===== config.mk =====
export PLATFORM = sky130hd
export DESIGN_NAME = ddr3_init_seq
export DESIGN_NICKNAME = d
export VERILOG_FILES = /design/src/rtl/dinit_pkg.sv /design/src/rtl/dinit_timer.sv /design/src/rtl/dinit_limits.sv /design/src/rtl/dinit_cmd.sv /design/src/rtl/ddr3_init_seq.sv
export SDC_FILE = /design/constraint.sdc
export NUM_CORES = 1
export LEC_CHECK = 0
export BUFFER_PORTS_ARGS = -buffer_cell sky130_fd_sc_hd__buf_4
export CORE_ASPECT_RATIO = 0.5
export CORE_UTILIZATION = 53
export DETAILED_ROUTE_END_ITERATION = 8
export HOLD_SLACK_MARGIN = 0.12
export PLACE_DENSITY = 0.87
export SETUP_SLACK_MARGIN = 0.02
export SLEW_MARGIN = 20
export SYNTH_ARGS = -nofsm -noshare
export SYNTH_HDL_FRONTEND = slang
export SYNTH_HIERARCHICAL = 1
export SYNTH_SLANG_ARGS = --single-unit

===== constraint.sdc =====
create_clock -name clk_i -period 14.3 [get_ports clk_i]
set_input_delay 2.145 -clock clk_i [delete_from_list [all_inputs] [get_ports clk_i]]
set_output_delay 2.145 -clock clk_i [all_outputs]
set_load 0.05 [all_outputs]

===== src/rtl/dinit_pkg.sv =====
package dinit_pkg;
  typedef enum logic [2:0] {
    ST_RST, ST_STAB, ST_XPR, ST_MRS, ST_ZQ, ST_RDY
  } state_e;

  // {cs_n, ras_n, cas_n, we_n}
  localparam logic [3:0] CMD_NOP  = 4'b0111;
  localparam logic [3:0] CMD_MRS  = 4'b0000;
  localparam logic [3:0] CMD_ZQCL = 4'b0110;
endpackage


===== src/rtl/dinit_timer.sv =====
module dinit_timer #(
  parameter int unsigned CNT_W = 20
) (
  input  logic             clk_i,
  input  logic             rst_ni,
  input  logic             restart_i,
  input  logic [CNT_W-1:0] lim_i,
  output logic             first_o,
  output logic             last_o
);
  logic [CNT_W-1:0] cnt_q;

  assign first_o = (cnt_q == '0);
  assign last_o  = (cnt_q == lim_i - CNT_W'(1));

  always_ff @(posedge clk_i or negedge rst_ni) begin
    if (!rst_ni)                  cnt_q <= '0;
    else if (restart_i || last_o) cnt_q <= '0;
    else                          cnt_q <= cnt_q + CNT_W'(1);
  end
endmodule


===== src/rtl/dinit_limits.sv =====
module dinit_limits
  import dinit_pkg::*;
#(
  parameter int unsigned CNT_W  = 20,
  parameter int unsigned CLK_PS = 1250
) (
  input  state_e           state_i,
  input  logic [1:0]       idx_i,
  input  logic [CNT_W-1:0] t_rst_i,
  input  logic [CNT_W-1:0] t_stab_i,
  input  logic [CNT_W-1:0] t_xpr_i,
  input  logic [CNT_W-1:0] t_mrd_i,
  input  logic [CNT_W-1:0] t_mod_i,
  input  logic [CNT_W-1:0] t_zq_i,
  input  logic [CNT_W-1:0] t_dllk_i,
  output logic [CNT_W-1:0] lim_o
);
  localparam int unsigned RST_CYC  = (100000 + CLK_PS - 1) / CLK_PS;
  localparam int unsigned NS10_CYC = (10000 + CLK_PS - 1) / CLK_PS;
  localparam int unsigned SHORT_CYC = (NS10_CYC > 5) ? NS10_CYC : 5;
  localparam logic [CNT_W-1:0] RST_FLOOR   = CNT_W'(RST_CYC);
  localparam logic [CNT_W-1:0] SHORT_FLOOR = CNT_W'(SHORT_CYC);
  localparam logic [CNT_W-1:0] ONE         = CNT_W'(1);

  function automatic logic [CNT_W-1:0] at_least(input logic [CNT_W-1:0] v,
                                                input logic [CNT_W-1:0] f);
    return (v < f) ? f : v;
  endfunction

  logic [CNT_W-1:0] zq_max;
  assign zq_max = (t_zq_i > t_dllk_i) ? t_zq_i : t_dllk_i;

  always_comb begin
    unique case (state_i)
      ST_RST:  lim_o = at_least(t_rst_i, RST_FLOOR);
      ST_STAB: lim_o = at_least(t_stab_i, ONE);
      ST_XPR:  lim_o = at_least(t_xpr_i, SHORT_FLOOR);
      ST_MRS:  lim_o = (idx_i == 2'd3) ? at_least(t_mod_i, SHORT_FLOOR)
                                       : at_least(t_mrd_i, ONE);
      ST_ZQ:   lim_o = at_least(zq_max, ONE);
      default: lim_o = ONE;
    endcase
  end
endmodule


===== src/rtl/dinit_cmd.sv =====
module dinit_cmd
  import dinit_pkg::*;
#(
  parameter int unsigned ADDR_W = 14
) (
  input  state_e            state_i,
  input  logic [1:0]        idx_i,
  input  logic              first_i,
  input  logic [ADDR_W-1:0] mr0_code_i,
  input  logic [ADDR_W-1:0] mr1_code_i,
  input  logic [ADDR_W-1:0] mr2_code_i,
  input  logic [ADDR_W-1:0] mr3_code_i,
  output logic [3:0]        cmd_o,
  output logic [2:0]        ba_o,
  output logic [ADDR_W-1:0] addr_o
);
  localparam int unsigned ZQ_BIT = 10;

  logic [ADDR_W-1:0] code_tab [4];
  assign code_tab[0] = mr2_code_i;
  assign code_tab[1] = mr3_code_i;
  assign code_tab[2] = mr1_code_i;
  assign code_tab[3] = mr0_code_i;

  always_comb begin
    cmd_o  = CMD_NOP;
    ba_o   = '0;
    addr_o = '0;
    if (first_i && state_i == ST_MRS) begin
      cmd_o  = CMD_MRS;
      // write order 2,3,1,0
      ba_o   = {1'b0, ~idx_i[1], idx_i[1] ^ idx_i[0]};
      addr_o = code_tab[idx_i];
    end else if (first_i && state_i == ST_ZQ) begin
      cmd_o          = CMD_ZQCL;
      addr_o[ZQ_BIT] = 1'b1;
    end
  end
endmodule


===== src/rtl/ddr3_init_seq.sv =====
module ddr3_init_seq
  import dinit_pkg::*;
#(
  parameter int unsigned CNT_W  = 20,
  parameter int unsigned ADDR_W = 14,
  parameter int unsigned CLK_PS = 1250
) (
  input  logic              clk_i,
  input  logic              rst_ni,
  input  logic              start_i,
  input  logic [CNT_W-1:0]  t_rst_i,
  input  logic [CNT_W-1:0]  t_stab_i,
  input  logic [CNT_W-1:0]  t_xpr_i,
  input  logic [CNT_W-1:0]  t_mrd_i,
  input  logic [CNT_W-1:0]  t_mod_i,
  input  logic [CNT_W-1:0]  t_zq_i,
  input  logic [CNT_W-1:0]  t_dllk_i,
  input  logic [ADDR_W-1:0] mr0_code_i,
  input  logic [ADDR_W-1:0] mr1_code_i,
  input  logic [ADDR_W-1:0] mr2_code_i,
  input  logic [ADDR_W-1:0] mr3_code_i,
  output logic              mem_rst_n_o,
  output logic              cke_o,
  output logic              odt_o,
  output logic [3:0]        cmd_o,
  output logic [2:0]        ba_o,
  output logic [ADDR_W-1:0] addr_o,
  output logic              ready_o
);
  state_e           state_q;
  logic [1:0]       idx_q;
  logic [CNT_W-1:0] lim;
  logic             first, last;

  dinit_limits #(.CNT_W(CNT_W), .CLK_PS(CLK_PS)) i_limits (
    .state_i (state_q), .idx_i (idx_q),
    .t_rst_i (t_rst_i), .t_stab_i (t_stab_i), .t_xpr_i (t_xpr_i),
    .t_mrd_i (t_mrd_i), .t_mod_i (t_mod_i), .t_zq_i (t_zq_i),
    .t_dllk_i(t_dllk_i), .lim_o (lim)
  );

  dinit_timer #(.CNT_W(CNT_W)) i_timer (
    .clk_i (clk_i), .rst_ni (rst_ni), .restart_i (start_i),
    .lim_i (lim), .first_o (first), .last_o (last)
  );

  always_ff @(posedge clk_i or negedge rst_ni) begin
    if (!rst_ni) begin
      state_q <= ST_RST;
      idx_q   <= '0;
    end else if (start_i) begin
      state_q <= ST_RST;
      idx_q   <= '0;
    end else if (last) begin
      unique case (state_q)
        ST_RST:  state_q <= ST_STAB;
        ST_STAB: state_q <= ST_XPR;
        ST_XPR:  state_q <= ST_MRS;
        ST_MRS: begin
          idx_q <= idx_q + 2'd1;
          if (idx_q == 2'd3) state_q <= ST_ZQ;
        end
        ST_ZQ:   state_q <= ST_RDY;
        default: state_q <= ST_RDY;
      endcase
    end
  end

  dinit_cmd #(.ADDR_W(ADDR_W)) i_cmd (
    .state_i (state_q), .idx_i (idx_q), .first_i (first),
    .mr0_code_i (mr0_code_i), .mr1_code_i (mr1_code_i),
    .mr2_code_i (mr2_code_i), .mr3_code_i (mr3_code_i),
    .cmd_o (cmd_o), .ba_o (ba_o), .addr_o (addr_o)
  );

  assign mem_rst_n_o = (state_q != ST_RST);
  assign cke_o       = !(state_q inside {ST_RST, ST_STAB});
  assign ready_o     = (state_q == ST_RDY);
  assign odt_o       = 1'b0;
endmodule


; After elaboration in Yosys (flattened, before gate mapping)
; Index checks and enable logic that the tools add are counted.
[word_totals]
regBits = 25
in_bits = 199
output_inout_bits = 25
[classes]
add_sub_neg = 3
n_mux = 27
order_cmp = 8
n_bitwise = 3
n_eq_ne = 8
reduce_logical = 12
[op_table]
columns = op, count
row1 = two-way mux 20 bit, 9
row2 = one-hot mux 20 bit (5 select lines), 1
row3 = "< comparator 20 x 1 -> 1 bit, second input constant", 3
row4 = "< comparator 20 x 4 -> 1 bit, second input constant", 2
row5 = binary-select mux 14 bit (select 2 bit), 1
row6 = two-way mux 14 bit, 2
row7 = "adder 20 x 1 -> 20 bit, second input constant", 1
row8 = equality test 20 bit, 1
row9 = greater-than comparator 20 bit, 1
row10 = logical NOT 20 bit, 1
row11 = "< comparator 20 x 7 -> 1 bit, second input constant", 1
row12 = "subtractor 20 x 1 -> 20 bit, second input constant", 1
row13 = two-way mux 3 bit, 4
row14 = one-hot mux 3 bit (4 select lines), 1
row15 = two-way mux 10 bit, 1
row16 = two-way mux 2 bit, 4
row17 = "equality test 3 x 2 -> 1 bit, second input constant", 2
row18 = "equality test 3 bit, second input constant", 2
row19 = nonzero test 2 bit, 3
row20 = two-way mux 4 bit, 1
row21 = AND reduction 2 bit, 2
row22 = "equality test 3 x 1 -> 1 bit, second input constant", 1
row23 = ">= comparator 3 bit, second input constant", 1
row24 = logical NOT 3 bit, 1
row25 = 11 further kinds, 14

; Depth between registers and ports, before layout
; Gate-level depths: netlist of the first run.
[logic_depth]
depth_word = 9
depth_mapped = 21
depth_no_buf = 18

; Cells and area by module
; The synthesis of the first run kept the hierarchy.
[by_module_without_submodules]
columns = mod, area_each_um2, n_inst, cells_each, seq_area_each_um2
row1 = dinit_limits, 2394.8, 1, 350, 0.0
row2 = dinit_timer, 1747.9, 1, 198, 500.5
row3 = dinit_cmd, 548.0, 1, 45, 0.0
row4 = ddr3_init_seq, 295.3, 1, 27, 125.1

; Least setup slack after synthesis of the first run
; Ideal clock, no wire load.
[synth_path]
path_kind = input to register
start = input t_dllk_i[17]
end = register idx_q[0]
t_required_ps = 14175
setup_time_ps = 125
arrival_time_ps = 6492
path_slack_ps = 7682
path_buffers = 2
path_stages = 19
cell_sequence = inv_1 -> ha_1 -> a211oi_1 -> nor2_1 -> nor4_4 -> clkbuf_1 -> o31ai_1 -> o31ai_1 -> inv_1 -> ha_1 -> xor2_1 -> o211ai_1 -> a21oi_1 -> o211ai_1 -> or4_4 -> a2111oi_4 -> buf_6 -> and4b_4 -> mux2_4
[synth_between]
elab_chain_cells = 9
[synth_lines]
columns = element, line
row1 = from (decl), ddr3_init_seq.sv:17  ; input logic [CNT_W-1:0] t_dllk_i,
row2 = greater-than comparator 20 bit, dinit_limits.sv:31  ; assign zq_max = (t_zq_i > t_dllk_i) ? t_zq_i : t_dllk_i;
row3 = two-way mux 20 bit (*), dinit_limits.sv:31
row4 = < comparator 20 x 1 -> 1 bit, dinit_limits.sv:27  ; return (v < f) ? f : v;
row5 = two-way mux 20 bit (*), dinit_limits.sv:27
row6 = one-hot mux 20 bit (5 select lines) (*), dinit_limits.sv:34  ; unique case (state_i)
row7 = net lim[0], ddr3_init_seq.sv:32  ; logic [CNT_W-1:0] lim;
row8 = subtractor 20 x 1 -> 20 bit (*), dinit_timer.sv:14  ; assign last_o = (cnt_q == lim_i - CNT_W'(1));
row9 = equality test 20 bit (*), dinit_timer.sv:14
row10 = net last, ddr3_init_seq.sv:33  ; logic first, last;
row11 = nonzero test 2 bit (no source line) (*), -
row12 = AND reduction 2 bit (no source line) (*), -
row13 = to (signal assigned), ddr3_init_seq.sv:60  ; idx_q <= idx_q + 2'd1;
row14 = to (decl), ddr3_init_seq.sv:31  ; logic [1:0] idx_q;
; The timed path passes the listed nets; every way through them passes the cells marked *.
; A chain may end at the register's enable or synchronous reset.

; Worst setup path after layout of the first run
[layout_path]
start = input t_zq_i[17]
end = register idx_q[0]
[layout_between]
elab_chain_cells = 9
[layout_lines]
columns = element, line
row1 = from (decl), ddr3_init_seq.sv:16  ; input logic [CNT_W-1:0] t_zq_i,
row2 = greater-than comparator 20 bit, dinit_limits.sv:31
row3 = two-way mux 20 bit (*), dinit_limits.sv:31
row4 = < comparator 20 x 1 -> 1 bit, dinit_limits.sv:27
row5 = two-way mux 20 bit (*), dinit_limits.sv:27
row6 = one-hot mux 20 bit (5 select lines) (*), dinit_limits.sv:34
row7 = net lim[2], ddr3_init_seq.sv:32
row8 = subtractor 20 x 1 -> 20 bit (*), dinit_timer.sv:14
row9 = equality test 20 bit (*), dinit_timer.sv:14
row10 = net last, ddr3_init_seq.sv:33
row11 = nonzero test 2 bit (no source line) (*), -
row12 = AND reduction 2 bit (no source line) (*), -
; Marks and branches as above.

==> flow_summary.ini, run 1 <==
[status]
outcome = finished, violations left
violations = DRC

[cells_and_area]
layout_common_cells = buf_4 (227), nand2_1 (47), nand3_1 (41)
layout-drive-gt1-share = 0.343
fin_nets = 1037
n_antenna_cell = 0
area_delta_synth_final_pct = 34.5
final_common_cell = buf_4

[sta]
slew_viol_final = 0
fin_crit_sh = 0.534
fin_skew_ns = 0.00405
layout_min_cycle_time_ns = 7.64
layout_setup_ws_ns = 6.66
relSlewSlack = 0.293
hold_violations = 0
setup_violations = 0
worst_pin_slew_ns = 1.05
tns_ns = 0
rsz0062_at_grt = no
fmax_ghz = 0.131

[floorplan]
die_x_um = 139
coreArea_um2 = 8920
initial_core_util = 0.559
die-area_um2 = 9820
pin_count = 224
die_h_um = 70.6
rows = 24

[global_routing]
grt_max_degree = 34
gr-usage-all-layers = 0.364
grt-ovfl-total = 0
grt_antenna_before_repair = 0
grt_first_pass_wirelength_um = 28900
grt_pass1_vias = 5816

[placement]
dpl.hpwl_um = 14700
dpl_worst_slack_ns = 6.54
io_buffers = 220
gp_congestion = 1.06

[yosys]
syn_area_um2 = 4990
synth_cells = 620
synthTopCellsByArea = dfrtp_1 (13%), ha_1 (6.0%), mux2i_1 (5.8%)
synth_warnings = 6
ys_seq_elements = 25
yosys_most_used_dff = dfrtp_1
yosys.area.top_type = dfrtp_1
synth_top_area_frac = 0.125
ys_seq_area_frac = 0.125
synth-edff-count = 0
synth_cell_types = 77
syn_area_per_cell_um2 = 8.04
synthArstFlopShare = 1.00

[worst_setup_path]
worstSetupStartpointType = input pin
crit_type = input pin to register
end_kind = register
arrival_ns = 7.78
critPathMaxStageDelay_ns = 0.91
critPathMaxFanout = 26
cp.required_ns = 14.44
crit_chain = buf_4 > ha_1 > a211oi_1 > nor2_1 > nor4_4 > nor2_2 > a22o_1 > a211o_1 > nor3_1 > nand2_1 > nor4b_1 > o21ai_0 > o311a_1 > a2111oi_4 > buf_4 > and4b_4 > mux2_4
crit_start = t_zq_i[17]
rr_startpoint = idx_q[0]$_DFFE_PN0P_
cp.buffers_inverters = 2
cpMostUsedCell = buf_4
cp_slowest_cell = nor4_4
critical_path.top_delay_family = simple AND/OR/NAND/NOR gates

[detailed_routing]
avgRoutedWirePerCell_um = 19.6
ant_nets = 0
num_vias = 6095
first_pass_iters = 9
drt_iter0_drc = 746
drc = 7
routed_via_density = 6.55
routed_wl_um = 18200

[power]
power_density_nw_per_um2 = 39.4
sequentialPowerShare = 0.277
p_sw_frac = 0.336
leakagePower_uw = 0.00305
pwr-share-comb = 0.484
netSwitchingPower_uw = 88.8
peakVddDrop_uv = 39.3
internal_power_uw = 175
p_clk_frac = 0.239

[clock_network]
clock-sinks = 25
clk_root_buffer_cell = clkbuf_16
cts_buffers = 3
ctsHoldBuffers = 0
cts_tree = yes
insertion_delay_ns = 0.26
clk_path_buf_depth = 2
cts_max_level = 1
cts-resized-gates = 0
clk_pin_slew_ns = 0.06
post_cts_buffers = 0

[hold_path]
hp-start = i_timer/cnt_q[19]$_DFF_PN0_
worstHoldPathType = register to register

[run]
cap_viol_max_count = 0
-- final cells by class --
class,count,area [µm²]
fill,700,2210
inverter,39,146
clock buffer,3,75.1
timing repair buffer,227,1700
tap,117,146
sequential,25,626
clock inverter,1,7.51
multi-input combinational,518,4000
-- flip-flops by register name (all words and copies together) (netlist names) --
name,cells
i_timer/cnt_q,20
state_q,3
idx_q,2
-- cell families after synthesis --
group | share of synthesized area
AND/OR/NAND/NOR | 0.304
AO/OA/AOI/OAI | 0.211
buffers and inverters | 0.0738
multiplexers | 0.151
XOR/XNOR | 0.0738
flip-flops | 0.125
adder cells (fa/ha/maj) | 0.0602
other | 0.00151
-- cells in the mapped netlist, drive strengths merged (4+ instances only) --
cell type / count
nor2: 34
and3: 6
inv: 39
o221ai: 9
mux4: 16
xor2: 24
mux2: 7
a21oi: 20
nor4: 33
nor4b: 4
dfrtp: 25
nand2b: 6
nand3: 42
or3: 5
o211ai: 14
nand2: 47
o21ai: 10
nor2b: 4
o31ai: 4
mux2i: 29
clkbuf: 18
a31oi: 4
a22o: 13
or4: 6
and2: 14
a211o: 17
nor3: 35
xnor2: 18
nand4: 12
nor3b: 4
buf: 21
ha: 24
a22oi: 16
-- power by group through the flow --
stage / clock [µW] / sequential, µW / combinational (µW)
after floorplan: 0 / 73.5 / 61.7
after global routing: 66.6 / 73.2 / 137
after detailed placement: 0 / 74.2 / 125
final: 63.0 / 73.1 / 128
after CTS: 64.6 / 73.0 / 125
after global placement: 0 / 74.2 / 123
-- stage by stage --
step | area, µm² | hold WS [ns] | instances | utilization | power [µW]
2_1_floorplan | 4990 | 0.529 | 621 | - | 135
3_3_place_gp | 6620 | 0.622 | 926 | 0.743 | 197
3_5_place_dp | 6620 | 0.626 | 926 | 0.743 | 199
4_1_cts | 6710 | 0.660 | 930 | 0.752 | 263
5_1_grt | 6710 | 0.697 | 930 | 0.752 | 277
6_report | 6710 | 0.673 | 930 | 0.752 | 264
-- layer usage --
layer / GRT usage / vias to the layer above / wire length, µm
li1: - / 2780 / -
met1: 0.498 / 2875 / 7510
met2: 0.621 / 398 / 8380
met3: 0.0508 / 42 / 2060
met4: 0.0778 / 0 / 269
met5: 0 / - / 0
-- worst register-to-register path, cell delays in order, from the launching register on --
cell and delay (ns):
dfrtp_1 0.33, buf_4 0.34, nand2_1 0.66, nand2_1 0.26
a31oi_1 0.11, a2111oi_0 0.74, o31ai_1 0.34, inv_1 0.13
ha_1 0.25, nor4b_4 0.33, nor2b_4 0.24, mux2i_1 0.09
or4_4 0.54, a2111oi_4 0.28, buf_4 0.37, and4b_4 0.31
mux2_4 0.30
-- path summary, 6_finish.rpt --
kind,cells past startpoint,end,slack [ns]
worst max register to register,16,idx_q[0]$_DFFE_PN0P_,8.56
max in group asynchronous,1,i_timer/cnt_q[17]$_DFF_PN0_,12.27
min in group asynchronous,1,i_timer/cnt_q[2]$_DFF_PN0_,1.78
worst min register to register,2,i_timer/cnt_q[19]$_DFF_PN0_,0.67
worst min-delay path,2,i_timer/cnt_q[19]$_DFF_PN0_,0.67
worst max-delay path,17,idx_q[0]$_DFFE_PN0P_,6.66
Note: power is estimated with default switching activity, not from simulation.
==> run 2, diff against run 1 <==
- CORE_UTILIZATION: 53 -> 49
- PLACE_DENSITY: 0.87 -> 0.81
- clock period: 14.3 -> 7.1 ns (I/O delays scaled with it)
==> flow_summary.ini, run 2 (synthesized netlist as in run 1, its figures left out) <==
[worst_setup_path]
critPathMaxFanout = 23
worstSetupStartpointType = input pin
rr_startpoint = idx_q[1]$_DFFE_PN0P_
arrival_ns = 6.01
crit_type = input pin to register
cp.required_ns = 7.25
crit_start = t_dllk_i[18]
end_kind = register

[detailed_routing]
ant_nets = 0
first_pass_iters = 6
routed_wl_um = 17900
num_vias = 6030
routed_via_density = 6.34
avgRoutedWirePerCell_um = 18.9
drc = 0
drt_iter0_drc = 657

[clock_network]
clk_path_buf_depth = 2
cts-resized-gates = 0
cts_buffers = 3
ctsHoldBuffers = 0
cts_max_level = 1
insertion_delay_ns = 0.26
clock-sinks = 25
cts_tree = yes
clk_root_buffer_cell = clkbuf_16
post_cts_buffers = 0
clk_pin_slew_ns = 0.06

[run]
cap_viol_max_count = 0

[floorplan]
coreArea_um2 = 9670
die_h_um = 73.3
die-area_um2 = 10600
initial_core_util = 0.516
die_x_um = 145
pin_count = 224
rows = 25

[power]
sequentialPowerShare = 0.278
leakagePower_uw = 0.00307
power_density_nw_per_um2 = 78.4
p_sw_frac = 0.332
peakVddDrop_uv = 85.2
p_clk_frac = 0.234
pwr-share-comb = 0.488
netSwitchingPower_uw = 176
power_uw = 529
internal_power_uw = 353

[global_routing]
grt_max_degree = 34
grt_pass1_vias = 5583
grt_first_pass_wirelength_um = 28100
gr-usage-all-layers = 0.341
grt-ovfl-total = 0
grt_antenna_before_repair = 0

[cells_and_area]
layout_common_cells = buf_4 (230), nand2_1 (47), nand3_1 (41)
final_cells = 951
regMostFlops = i_timer/cnt_q
finish.instance_area_um2 = 6750
largest_reg_flops = 20
area_delta_synth_final_pct = 35.4
layout-drive-gt1-share = 0.346
biggestRegsByFlops = i_timer/cnt_q (20), state_q (3), idx_q (2)
final_common_cell = buf_4
n_antenna_cell = 0
fin_nets = 1040

[sta]
slew_viol_final = 0
fin_skew_ns = 0.00300
layout_min_cycle_time_ns = 5.87
tns_ns = 0
rsz0062_at_grt = no
relSlewSlack = 0.373
fmax_ghz = 0.171
worst_pin_slew_ns = 0.941
setup_violations = 0
hold_violations = 0
fin_crit_sh = 0.826

[placement]
dpl.hpwl_um = 14900
gp_congestion = 0.952
dpl_cell_area_um2 = 6670
io_buffers = 220
dp.cells = 947

[status]
outcome = finished, final reports clean

[hold_path]
hp-start = i_timer/cnt_q[0]$_DFF_PN0_
worstHoldPathType = register to register
-- run 2: cell types whose count changed in the layout (fill, tap and decap cells not counted), sizes merged --
cell      before  now
clkinvlp       1    0
buf          227  230
clkinv         0    1
-- run 2: stage by stage --
step / hold WS, ns / util / setup slack, ns
after floorplan: 0.529 / - / 1.56
after global placement: 0.616 / 0.690 / 1.20
after detailed placement: 0.598 / 0.690 / 1.06
after CTS: 0.621 / 0.698 / 1.31
after global routing: 0.684 / 0.698 / 0.796
final: 0.619 / 0.698 / 1.23
-- run 2: path summary, 6_finish.rpt --
| path | endpoint | slack [ns] | cells past startpoint |
|---|---|---|---|
| setup / recovery | idx_q[0]$_DFFE_PN0P_ | 1.23 | 19 |
| hold / removal | i_timer/cnt_q[0]$_DFF_PN0_ | 0.62 | 1 |
| setup reg to reg | idx_q[0]$_DFFE_PN0P_ | 1.95 | 16 |
| hold reg to reg | i_timer/cnt_q[0]$_DFF_PN0_ | 0.62 | 1 |
| max in group asynchronous | i_timer/cnt_q[9]$_DFF_PN0_ | 6.17 | 1 |
| min in group asynchronous | i_timer/cnt_q[2]$_DFF_PN0_ | 0.69 | 1 |
-- run 2: cell type report --
class	count	area (µm²)
multi-input cells	518	4000
fillers	825	2920
repair buffers	230	1730
flip-flops and latches	25	626
well taps	135	169
inverters	39	146
clock buffers	3	75.1
clock inverters	1	5.00
-- run 2: critical path, cell delays in order --
cell and delay (ns):
buf_4 0.10, inv_1 0.05, ha_1 0.28, nand4_1 0.15
nor3_1 0.36, nor4_4 0.13, nor2_2 0.69, a211oi_1 0.14
o31ai_1 0.60, inv_1 0.10, ha_1 0.32, xor2_1 0.15
o211ai_1 0.11, a21oi_1 0.14, o211ai_1 0.11, or4_4 0.51
a2111oi_4 0.39, and4b_4 0.31, mux2_4 0.29
-- run 2: routing by layer --
layer,global-route usage,up-vias,share of wire
met5,0,-,0
met4,0.0608,0,0.017
met3,0.0645,36,0.10
met2,0.550,382,0.45
met1,0.480,2827,0.43
li1,-,2785,-
-- run 2: power by group through the flow --
stage                     clock network, µW  registers [µW]  logic, µW
after floorplan                           0             148        124
after global placement                    0             149        250
after detailed placement                  0             149        253
after CTS                               125             147        254
after global routing                    132             147        279
final                                   124             147        258
